$ cat config.mk
export PLATFORM = sky130hd
export DESIGN_NAME = serreg_slave
export DESIGN_NICKNAME = d
export VERILOG_FILES = /design/src/rtl/serreg_pkg.sv /design/src/rtl/serreg_pad_sync.sv /design/src/rtl/serreg_i2c_engine.sv /design/src/rtl/serreg_spi_engine.sv /design/src/rtl/serreg_slave.sv
export SDC_FILE = /design/constraint.sdc
export NUM_CORES = 1
export LEC_CHECK = 0
export CAP_MARGIN = 25
export CORE_UTILIZATION = 40
export DETAILED_ROUTE_END_ITERATION = 7
export DONT_BUFFER_PORTS = 1
export PLACE_DENSITY = 0.59
export RECOVER_POWER = 25
export SYNTH_ARGS = -nofsm -noshare
export SYNTH_HDL_FRONTEND = slang
export SYNTH_HIERARCHICAL = 1
export SYNTH_SLANG_ARGS = --single-unit
$ cat constraint.sdc
create_clock -name clk -period 2 [get_ports clk]
set_input_delay 0.2 -clock clk [delete_from_list [all_inputs] [get_ports clk]]
set_output_delay 0.2 -clock clk [all_outputs]
set_load 0.01 [all_outputs]
$ cat src/rtl/serreg_pkg.sv
`timescale 1ns/1ps
package serreg_pkg;
    typedef enum logic [2:0] {
        I_IDLE, I_ADDR, I_ADDR_ACK, I_RX, I_RX_ACK, I_TX, I_TX_ACK, I_SKIP
    } i2c_st_e;

    typedef enum logic [1:0] {
        S_IDLE, S_CMD, S_DATA, S_DONE
    } spi_st_e;
endpackage

$ cat src/rtl/serreg_pad_sync.sv
`timescale 1ns/1ps
module serreg_pad_sync #(
    parameter int          W       = 3,
    parameter int          STAGES  = 2,
    parameter logic [W-1:0] RST_VAL = '1
) (
    input  logic         clk,
    input  logic         rst_n,
    input  logic [W-1:0] d,
    output logic [W-1:0] q
);
    logic [W-1:0] stg [STAGES];

    for (genvar g = 0; g < STAGES; g++) begin : g_stage
        always_ff @(posedge clk or negedge rst_n) begin
            if (!rst_n)
                stg[g] <= RST_VAL;
            else if (g == 0)
                stg[g] <= d;
            else
                stg[g] <= stg[(g == 0) ? 0 : g-1];
        end
    end

    assign q = stg[STAGES-1];
endmodule

$ cat src/rtl/serreg_i2c_engine.sv
`timescale 1ns/1ps
module serreg_i2c_engine
    import serreg_pkg::*;
#(
    parameter int         AW     = 7,
    parameter int         DW     = 8,
    parameter logic [6:0] DEV_ID = 7'b0011101
) (
    input  logic          clk,
    input  logic          rst_n,
    input  logic          en,
    input  logic          scl,
    input  logic          sda,
    input  logic [DW-1:0] rdata,
    output logic [AW-1:0] idx,
    output logic [DW-1:0] wdata,
    output logic          we,
    output logic          sda_oe
);
    localparam int CW = $clog2(DW) + 1;

    i2c_st_e       st, nxt;
    logic          scl_q, sda_q;
    logic [CW-1:0] cnt;
    logic [DW-1:0] sh, tx;
    logic          rw, have_idx, nack;

    wire rise  = scl & ~scl_q;
    wire fall  = ~scl & scl_q;
    wire start = scl & scl_q & sda_q & ~sda;
    wire stop  = scl & scl_q & ~sda_q & sda;
    wire full  = (cnt == CW'(DW));

    always_ff @(posedge clk or negedge rst_n) begin
        if (!rst_n) st <= I_IDLE;
        else        st <= nxt;
    end

    always_comb begin
        nxt = st;
        if (!en || stop)
            nxt = I_IDLE;
        else if (start)
            nxt = I_ADDR;
        else begin
            unique case (st)
                I_IDLE:     nxt = I_IDLE;
                I_ADDR:     if (fall && full) nxt = (sh[7:1] == DEV_ID) ? I_ADDR_ACK : I_SKIP;
                I_ADDR_ACK: if (fall) nxt = rw ? I_TX : I_RX;
                I_RX:       if (fall && full) nxt = I_RX_ACK;
                I_RX_ACK:   if (fall) nxt = I_RX;
                I_TX:       if (fall && full) nxt = I_TX_ACK;
                I_TX_ACK:   if (fall) nxt = nack ? I_SKIP : I_TX;
                I_SKIP:     nxt = I_SKIP;
                default:    nxt = I_IDLE;
            endcase
        end
    end

    always_ff @(posedge clk or negedge rst_n) begin
        if (!rst_n) begin
            scl_q <= 1'b1;  sda_q <= 1'b1;
            cnt <= '0;  sh <= '0;  tx <= '0;
            rw <= 1'b0;  have_idx <= 1'b0;  nack <= 1'b0;
            idx <= '0;  wdata <= '0;  we <= 1'b0;  sda_oe <= 1'b0;
        end else begin
            scl_q <= scl;
            sda_q <= sda;
            we    <= 1'b0;
            if (we) idx <= idx + 1'b1;
            if (!en || stop || start) begin
                sda_oe <= 1'b0;
                cnt    <= '0;
            end else begin
                unique case (st)
                    I_ADDR, I_RX: begin
                        if (rise) begin
                            sh  <= {sh[DW-2:0], sda};
                            cnt <= cnt + 1'b1;
                        end
                        if (fall && full) begin
                            cnt <= '0;
                            if (st == I_ADDR) begin
                                have_idx <= 1'b0;
                                rw       <= sh[0];
                                sda_oe   <= (sh[7:1] == DEV_ID);
                            end else begin
                                sda_oe <= 1'b1;
                                if (!have_idx) begin
                                    idx      <= sh[AW-1:0];
                                    have_idx <= 1'b1;
                                end else begin
                                    we    <= 1'b1;
                                    wdata <= sh;
                                end
                            end
                        end
                    end
                    I_ADDR_ACK, I_TX_ACK: begin
                        if (rise) nack <= sda;
                        if (fall) begin
                            cnt <= '0;
                            if ((st == I_ADDR_ACK && rw) || (st == I_TX_ACK && !nack)) begin
                                sda_oe <= ~rdata[DW-1];
                                tx     <= {rdata[DW-2:0], 1'b0};
                            end else begin
                                sda_oe <= 1'b0;
                            end
                        end
                    end
                    I_RX_ACK: if (fall) sda_oe <= 1'b0;
                    I_TX: begin
                        if (rise) cnt <= cnt + 1'b1;
                        if (fall) begin
                            if (full) begin
                                sda_oe <= 1'b0;
                                idx    <= idx + 1'b1;
                                cnt    <= '0;
                            end else begin
                                sda_oe <= ~tx[DW-1];
                                tx     <= {tx[DW-2:0], 1'b0};
                            end
                        end
                    end
                    default: sda_oe <= 1'b0;
                endcase
            end
        end
    end
endmodule

$ cat src/rtl/serreg_spi_engine.sv
`timescale 1ns/1ps
module serreg_spi_engine
    import serreg_pkg::*;
#(
    parameter int AW = 7,
    parameter int DW = 8
) (
    input  logic          clk,
    input  logic          rst_n,
    input  logic          en,
    input  logic          spc,
    input  logic          sdi,
    input  logic [DW-1:0] rdata,
    output logic [AW-1:0] addr,
    output logic [DW-1:0] wdata,
    output logic          we,
    output logic          out_bit,
    output logic          out_en
);
    localparam int FL = 1 + AW + DW;
    localparam int CW = $clog2(FL + 1);

    spi_st_e       st, nxt;
    logic          spc_q, rw, loaded;
    logic [CW-1:0] cnt;
    logic [DW-1:0] sh, tx;

    wire rise = spc & ~spc_q;
    wire fall = ~spc & spc_q;

    always_ff @(posedge clk or negedge rst_n) begin
        if (!rst_n) st <= S_IDLE;
        else        st <= nxt;
    end

    always_comb begin
        nxt = st;
        if (!en)
            nxt = S_IDLE;
        else begin
            unique case (st)
                S_IDLE:  nxt = S_CMD;
                S_CMD:   if (rise && cnt == CW'(AW)) nxt = S_DATA;
                S_DATA:  if (rise && cnt == CW'(FL-1)) nxt = S_DONE;
                S_DONE:  nxt = S_DONE;
                default: nxt = S_IDLE;
            endcase
        end
    end

    always_ff @(posedge clk or negedge rst_n) begin
        if (!rst_n) begin
            spc_q <= 1'b1;  rw <= 1'b0;  loaded <= 1'b0;
            cnt <= '0;  sh <= '0;  tx <= '0;
            addr <= '0;  wdata <= '0;  we <= 1'b0;
            out_bit <= 1'b0;  out_en <= 1'b0;
        end else begin
            spc_q <= spc;
            we    <= 1'b0;
            if (!en) begin
                cnt    <= '0;
                loaded <= 1'b0;
                out_en <= 1'b0;
            end else begin
                unique case (st)
                    S_CMD: if (rise) begin
                        cnt <= cnt + 1'b1;
                        if (cnt == '0) rw <= sdi;
                        else           addr <= {addr[AW-2:0], sdi};
                    end
                    S_DATA: begin
                        if (rise) begin
                            cnt <= cnt + 1'b1;
                            sh  <= {sh[DW-2:0], sdi};
                            if (cnt == CW'(FL-1) && !rw) begin
                                we    <= 1'b1;
                                wdata <= {sh[DW-2:0], sdi};
                            end
                        end
                        if (fall && rw) begin
                            out_en <= 1'b1;
                            if (!loaded) begin
                                loaded  <= 1'b1;
                                out_bit <= rdata[DW-1];
                                tx      <= {rdata[DW-2:0], 1'b0};
                            end else begin
                                out_bit <= tx[DW-1];
                                tx      <= {tx[DW-2:0], 1'b0};
                            end
                        end
                    end
                    default: ;
                endcase
            end
        end
    end
endmodule

$ cat src/rtl/serreg_slave.sv
`timescale 1ns/1ps
module serreg_slave #(
    parameter int         AW     = 7,
    parameter int         DW     = 8,
    parameter int         STAGES = 2,
    parameter logic [6:0] DEV_ID = 7'b0011101
) (
    input  logic          clk,
    input  logic          rst_n,
    input  logic          cs_pad,
    input  logic          sck_pad,
    input  logic          dat_pad_in,
    output logic          dat_pad_out,
    output logic          dat_pad_oe,
    output logic          sdo_pad_out,
    output logic          sdo_pad_oe,
    input  logic          spi_3wire,
    output logic [AW-1:0] reg_addr,
    output logic [DW-1:0] reg_wdata,
    output logic          reg_we,
    input  logic [DW-1:0] reg_rdata
);
    logic          cs_s, scl_s, sda_s;
    logic [AW-1:0] i_idx, s_addr;
    logic [DW-1:0] i_wdata, s_wdata;
    logic          i_we, s_we, i_oe, s_bit, s_en;

    serreg_pad_sync #(.W(3), .STAGES(STAGES), .RST_VAL(3'b111)) u_sync (
        .clk(clk), .rst_n(rst_n),
        .d({cs_pad, sck_pad, dat_pad_in}),
        .q({cs_s, scl_s, sda_s})
    );

    serreg_i2c_engine #(.AW(AW), .DW(DW), .DEV_ID(DEV_ID)) u_i2c (
        .clk(clk), .rst_n(rst_n), .en(cs_s), .scl(scl_s), .sda(sda_s),
        .rdata(reg_rdata), .idx(i_idx), .wdata(i_wdata), .we(i_we), .sda_oe(i_oe)
    );

    serreg_spi_engine #(.AW(AW), .DW(DW)) u_spi (
        .clk(clk), .rst_n(rst_n), .en(~cs_s), .spc(scl_s), .sdi(sda_s),
        .rdata(reg_rdata), .addr(s_addr), .wdata(s_wdata), .we(s_we),
        .out_bit(s_bit), .out_en(s_en)
    );

    assign reg_addr    = cs_s ? i_idx : s_addr;
    assign reg_wdata   = cs_s ? i_wdata : s_wdata;
    assign reg_we      = i_we | s_we;
    assign dat_pad_oe  = cs_s ? i_oe : (s_en & spi_3wire);
    assign dat_pad_out = cs_s ? 1'b0 : s_bit;
    assign sdo_pad_oe  = ~cs_s & s_en & ~spi_3wire;
    assign sdo_pad_out = s_bit;
endmodule


# [Word-level counts from Yosys, hierarchy flattened]
# Index checks and enable logic that the tools add are counted.
[op_classes] eq_ne=30 reduce_logical=42 add_sub_neg=3 mux=67 bitwise_logic=22
[op_table] operator="2-to-1 mux 7 bit" n=8
[op_table] operator="2-to-1 mux 8 bit" n=6
[op_table] operator="2-to-1 mux 3 bit" n=10
[op_table] operator="2-to-1 mux 1 bit" n=24
[op_table] operator="2-to-1 mux 4 bit" n=6
[op_table] operator="inequality test 4 x 1 -> 1 bit, second input constant" n=6
[op_table] operator="case mux 3 bit (8 select lines)" n=1
[op_table] operator="AND reduction 4 bit" n=5
[op_table] operator="case mux 8 bit (2 select lines)" n=1
[op_table] operator="2-to-1 mux 5 bit" n=3
[op_table] operator="AND reduction 3 bit" n=5
[op_table] operator="case mux 7 bit (2 select lines)" n=1
[op_table] operator="== test 3 bit, second input constant" n=4
[op_table] operator="inequality test 3 x 1 -> 1 bit, second input constant" n=4
[op_table] operator="case mux 4 bit (3 select lines)" n=1
[op_table] operator="AND reduction 6 bit" n=2
[op_table] operator="NOT 1 bit" n=11
[op_table] operator="AND 1 bit" n=10
[op_table] operator="nonzero test 2 bit" n=5
[op_table] operator="2-to-1 mux 2 bit" n=4
[op_table] operator="case mux 2 bit (4 select lines)" n=1
[op_table] operator="AND reduction 2 bit" n=4
[op_table] operator="adder 7 x 1 -> 7 bit, second input constant" n=1
[op_table] operator="== test 7 x 5 -> 1 bit, second input constant" n=1
[op_table] operator="23 further kinds" n=40
[word_totals] in_bits=14 out_inout_bits=20 ff_bits=92

# [Logic depth before layout (Yosys ltp)]
[depth] word_depth=7 ltp_mapped=7 depth_no_buf=6

# [Cells and area by module]
# The synthesis kept the hierarchy.
[by_module_without_submodules] module="serreg_i2c_engine" area_per_inst_um2=2413.6 cells_per_inst=232 seq_area_each_um2=1103.6 n_inst=1
[by_module_without_submodules] module="serreg_spi_engine" area_per_inst_um2=1850.5 cells_per_inst=132 seq_area_each_um2=1027.2 n_inst=1
[by_module_without_submodules] module="serreg_slave" area_per_inst_um2=284.0 cells_per_inst=24 seq_area_each_um2=0.0 n_inst=1
[by_module_without_submodules] module="serreg_pad_sync" area_per_inst_um2=180.2 cells_per_inst=9 seq_area_each_um2=157.7 n_inst=1

# [Worst setup path after synthesis]
# Ideal clock, no wire load.
[synth_timing] path_type="reg-to-reg" startpoint="reg u_sync.stg, in the netlist u_sync/q[2]" endpoint="reg u_spi.out_bit" path_slack_ns=0.138 period_less_slack_ns=1.862 t_arrival_ns=1.738 n_path_buf=3 path_stages_with_launch=8 required_ns=1.875 path_cell_list="dfstp_2 -> buf_4 -> buf_6 -> inv_1 -> buf_4 -> nand2_1 -> nor3_2 -> mux2_2"
[synth_between] elab_chain_cells=2
[synth_lines] element="start: declaration" line_no="serreg_pad_sync.sv:12" rtl="logic [W-1:0] stg [STAGES];"
[synth_lines] element="start signal: indexed assignment" line_no="serreg_pad_sync.sv:21" rtl="stg[g] <= stg[(g == 0) ? 0 : g-1];"
[synth_lines] element="NOT 1 bit (no source line)"
[synth_lines] element="AND reduction 3 bit (no source line)"
[synth_lines] element="end signal: assignment" line_no="serreg_spi_engine.sv:84" rtl="out_bit <= rdata[DW-1];"
[synth_lines] element="end signal: assignment" line_no="serreg_spi_engine.sv:87" rtl="out_bit <= tx[DW-1];"
[synth_lines] element="end: declaration" line_no="serreg_spi_engine.sv:17" rtl="output logic out_bit,"
# Every way passes these cells.
# A chain may end at the register's enable or synchronous reset.

# [Worst setup path in the final report]
[layout_timing] startpoint="reg u_i2c.cnt[0]" endpoint="reg u_i2c.rw"
[layout_between] elab_chain_cells=3
[layout_lines] element="start: declaration" line_no="serreg_i2c_engine.sv:24" rtl="logic [CW-1:0] cnt;"
[layout_lines] element="start signal: assignment" line_no="serreg_i2c_engine.sv:79" rtl="cnt <= cnt + 1'b1;"
[layout_lines] element="start signal: assignment" line_no="serreg_i2c_engine.sv:113" rtl="if (rise) cnt <= cnt + 1'b1;"
[layout_lines] element="== test 4 bit" line_no="serreg_i2c_engine.sv:32" rtl="wire full = (cnt == CW'(DW));"
[layout_lines] element="logical AND 1 bit" line_no="serreg_i2c_engine.sv:81" rtl="if (fall && full) begin"
[layout_lines] element="AND reduction 4 bit (no source line)"
[layout_lines] element="end signal: assignment" line_no="serreg_i2c_engine.sv:85" rtl="rw <= sh[0];"
[layout_lines] element="end: declaration" line_no="serreg_i2c_engine.sv:26" rtl="logic rw, have_idx, nack;"
# Every way passes these cells.

==> results.yml <==
critical_path:
  r2r_setup_slack_ps: 120
  r2r.worst_path.cells: 7
  crit_fanout: 10
  r2r-start: "u_i2c/cnt[0]$_DFFE_PN0P_"
  worstReg2RegEnd: "u_i2c/rw$_DFFE_PN0P_"
  crit_type: "register to register"
  cp_data_required_time_ps: 2230
  startpoint: "u_i2c/cnt[0]$_DFFE_PN0P_"
  start_kind: "register"
  end_kind: "register"
  cp-endpoint: "u_i2c/rw$_DFFE_PN0P_"
  cp.arrival_ps: 2110
outcome:
  status: "complete, but fails checks"
  violations: "negative hold slack"
yosys:
  synth_area_leaders: "dfrtp_1 (43%), mux2_2 (15%), dfstp_2 (5.0%)"
  netlist_instances: 397
  synth_nets: 421
  synthArstFlopShare: 1.00
  synth_area_um2: 4730
  synth-seq-cells: 91
  ys_warn_count: 6
  synth_seq_area_share: 0.484
  synth_top_area_share: 0.434
  synth_edf_count: 0
  synth_top_area_cell: "dfrtp_1"
  synth_cell_types: 60
  synth_ff_type: "dfrtp_1"
  syn_avg_cell_area_um2: 11.9
sta:
  finalHoldViolCount: 91
  worstMarginPinSlew_ps: 572
  finClkSkew_ps: 8.70
  slew_violations: 0
  max_freq_mhz: 532
  fin_tns_setup_ps: 0
  rsz0062_at_grt: "no"
  post-route-period-util: 0.939
  max_slew_margin: 0.618
  fin_crit_ps: 1880
  holdWs_ps: -458
  finalSetupViolCount: 0
power_and_ir_drop:
  combPwrFrac: 0.169
  peakVddDrop_mv: 0.394
  p_int_uw: 3340
  p_per_area_nw_per_um2: 879
  sw_frac_of_total: 0.290
  clock_power_share: 0.346
  p_leak_uw: 0.00244
  switching_power_uw: 1360
  seqPwrFrac: 0.485
detailed_routing:
  drc: 0
  drtAntennaViolNets: 0
  drt_iter0_markers: 192
  wl_mm: 9.53
  wl_per_cell_um: 16.8
  via_per_inst: 5.45
  firstDrtPassIters: 4
  num_vias: 3094
floorplanning:
  rows: 39
  start_util: 0.412
  core-area_um2: 11500
  die_area_um2: 12300
  die_h_um: 111
  die_x_um: 111
  io_pins: 34
finish:
  fin_cells: 568
  syn2layout_area_growth_pct: 13.1
  fillerInstances: 1019
  drive_gt1_frac: 0.332
  layout.nets: 444
  seqCellArea_um2: 2290
  final_cell_mix: "dfrtp_1 (82), mux2_2 (63), nand2_1 (31)"
  multi_input_area_um2: 2260
  antenna_cells: 0
  layout_commonest_cell: "dfrtp_1"
placement:
  dp_hpwl_mm: 6.69
  routabilityCongestion: 0.840
  portBuffers: 0
  dp.cells: 547
cts:
  cts-root-buf: "clkbuf_16"
  cts_tree: "built"
  cts-buffers-inserted: 9
  h-tree-depth: 3
  clk_latency_ps: 350
  cts_buffer_depth: 2
  cts.sinks: 91
  ctsHoldBuffers: 4
  clk_pin_slew_ps: 70
grt:
  grt_max_degree: 92
  grt_pass1_wl_mm: 16.7
  antenna_found_initial: 0
  top_usage_layer: "met2"
  use_met2: 0.267
  grt_pass1_vias: 3299
  overflow: 0
  grt_usage: 0.169
  met3_usage: 0.0257
  use_met1: 0.228
min_path:
  hp-class: "primary input to async pin"
run:
  drv_cap: 0
[cell type report]
| class | count | share of cell area |
|---|---|---|
| flip-flops and latches | 91 | 0.428 |
| multi-input cells | 269 | 0.423 |
| repair buffers | 30 | 0.0494 |
| clock buffers | 9 | 0.0421 |
| well taps | 143 | 0.0335 |
| inverters | 19 | 0.0133 |
| clock inverters | 7 | 0.0112 |
[worst min-delay path by stage]
stage               startpoint                         to  slack [ps]  cells after the start
global placement         rst_n  u_spi/addr[5]$_DFFE_PN0P_         -90                      0
CTS                      rst_n  u_spi/addr[5]$_DFFE_PN0P_        -470                      0
detailed placement       rst_n  u_spi/addr[5]$_DFFE_PN0P_         -90                      0
finish                   rst_n  u_spi/addr[5]$_DFFE_PN0P_        -460                      0
floorplan                rst_n   u_i2c/cnt[0]$_DFFE_PN0P_        -100                      0
global route             rst_n  u_spi/addr[5]$_DFFE_PN0P_        -470                      0
[registers in the layout, indices dropped and copies added, names as in the netlist, 4 cells and up]
signal / flops
u_spi/addr: 7
u_i2c/idx: 7
u_i2c/sh: 8
u_spi/cnt: 5
u_spi/tx: 7
u_spi/wdata: 8
u_i2c/tx: 7
u_i2c/cnt: 4
u_i2c/wdata: 8
u_spi/sh: 7
[power groups by stage]
stage,Combinational [uW],Clock (uW),Sequential (uW)
after detailed placement,783,0,2310
after floorplan,655,0,2220
after CTS,798,1680,2280
after global routing,895,1740,2320
final,793,1630,2280
after global placement,766,0,2300
[what timing repair did]
action,in CTS,in global routing
gates resized for setup,0,1
hold endpoints to repair,95,91
buffers inserted,0,1
setup endpoints to repair,0,16
[layer usage]
layer  wire length (um)  share of wire
met4                224          0.024
met5                  0              0
met3                247          0.026
met1               4570           0.48
met2               4480           0.47
[logic make-up after synthesis]
| kind of cell | synth area share |
|---|---|
| DFF | 0.484 |
| adders and majority gates | 0.0286 |
| xor gates and xnor gates | 0.0278 |
| and+or+nand+nor | 0.130 |
| buffers and inverters | 0.0378 |
| muxes | 0.206 |
| AOI/OAI and AO/OA | 0.0857 |
[cell usage after synthesis, types with 2 or more instances]
master,instances
o2111ai_1,2
mux2_4,15
xnor2_1,10
o21ai_0,8
or3_1,2
buf_6,2
nor3b_1,3
or2_2,3
a211o_1,2
dfrtp_1,82
a21o_1,3
nand4b_1,2
mux2_2,63
inv_1,19
nor4_1,3
nand2b_1,4
o21ai_1,2
mux2i_1,4
nor3_1,4
o221ai_1,3
nor3_4,2
nand2_1,31
and3_1,4
nand3_1,6
dfstp_2,9
nor2_1,13
buf_2,4
nand3b_1,4
nand4_1,3
a21oi_1,6
o22ai_1,7
nor3_2,3
ha_1,10
nor4b_1,3
clkbuf_1,6
nor2b_1,6
xor2_1,5
buf_4,5
a211oi_1,7
and3b_1,3
a311oi_1,3
a22oi_1,3
[stage by stage]
| step | total power (uW) | utilization | setup slack [ps] | area (um2) |
|---|---|---|---|---|
| finish | 4700 | 0.466 | 122 | 5350 |
| global route | 4950 | 0.466 | 1.27 | 5350 |
| CTS | 4750 | 0.464 | 30.9 | 5330 |
| detailed placement | 3090 | 0.436 | 49.4 | 5000 |
| global placement | 3070 | 0.436 | 122 | 5000 |
| floorplan | 2870 | - | 138 | 4730 |
[worst max-delay path, cell delays in order, from the launching register on]
cell and delay (ps):
dfrtp_1 420, inv_1 70, ha_1 160, and3b_1 200
nand4b_2 160, buf_4 220, nor3_1 190, mux2_2 350
Power figures use the tool's default switching activity.
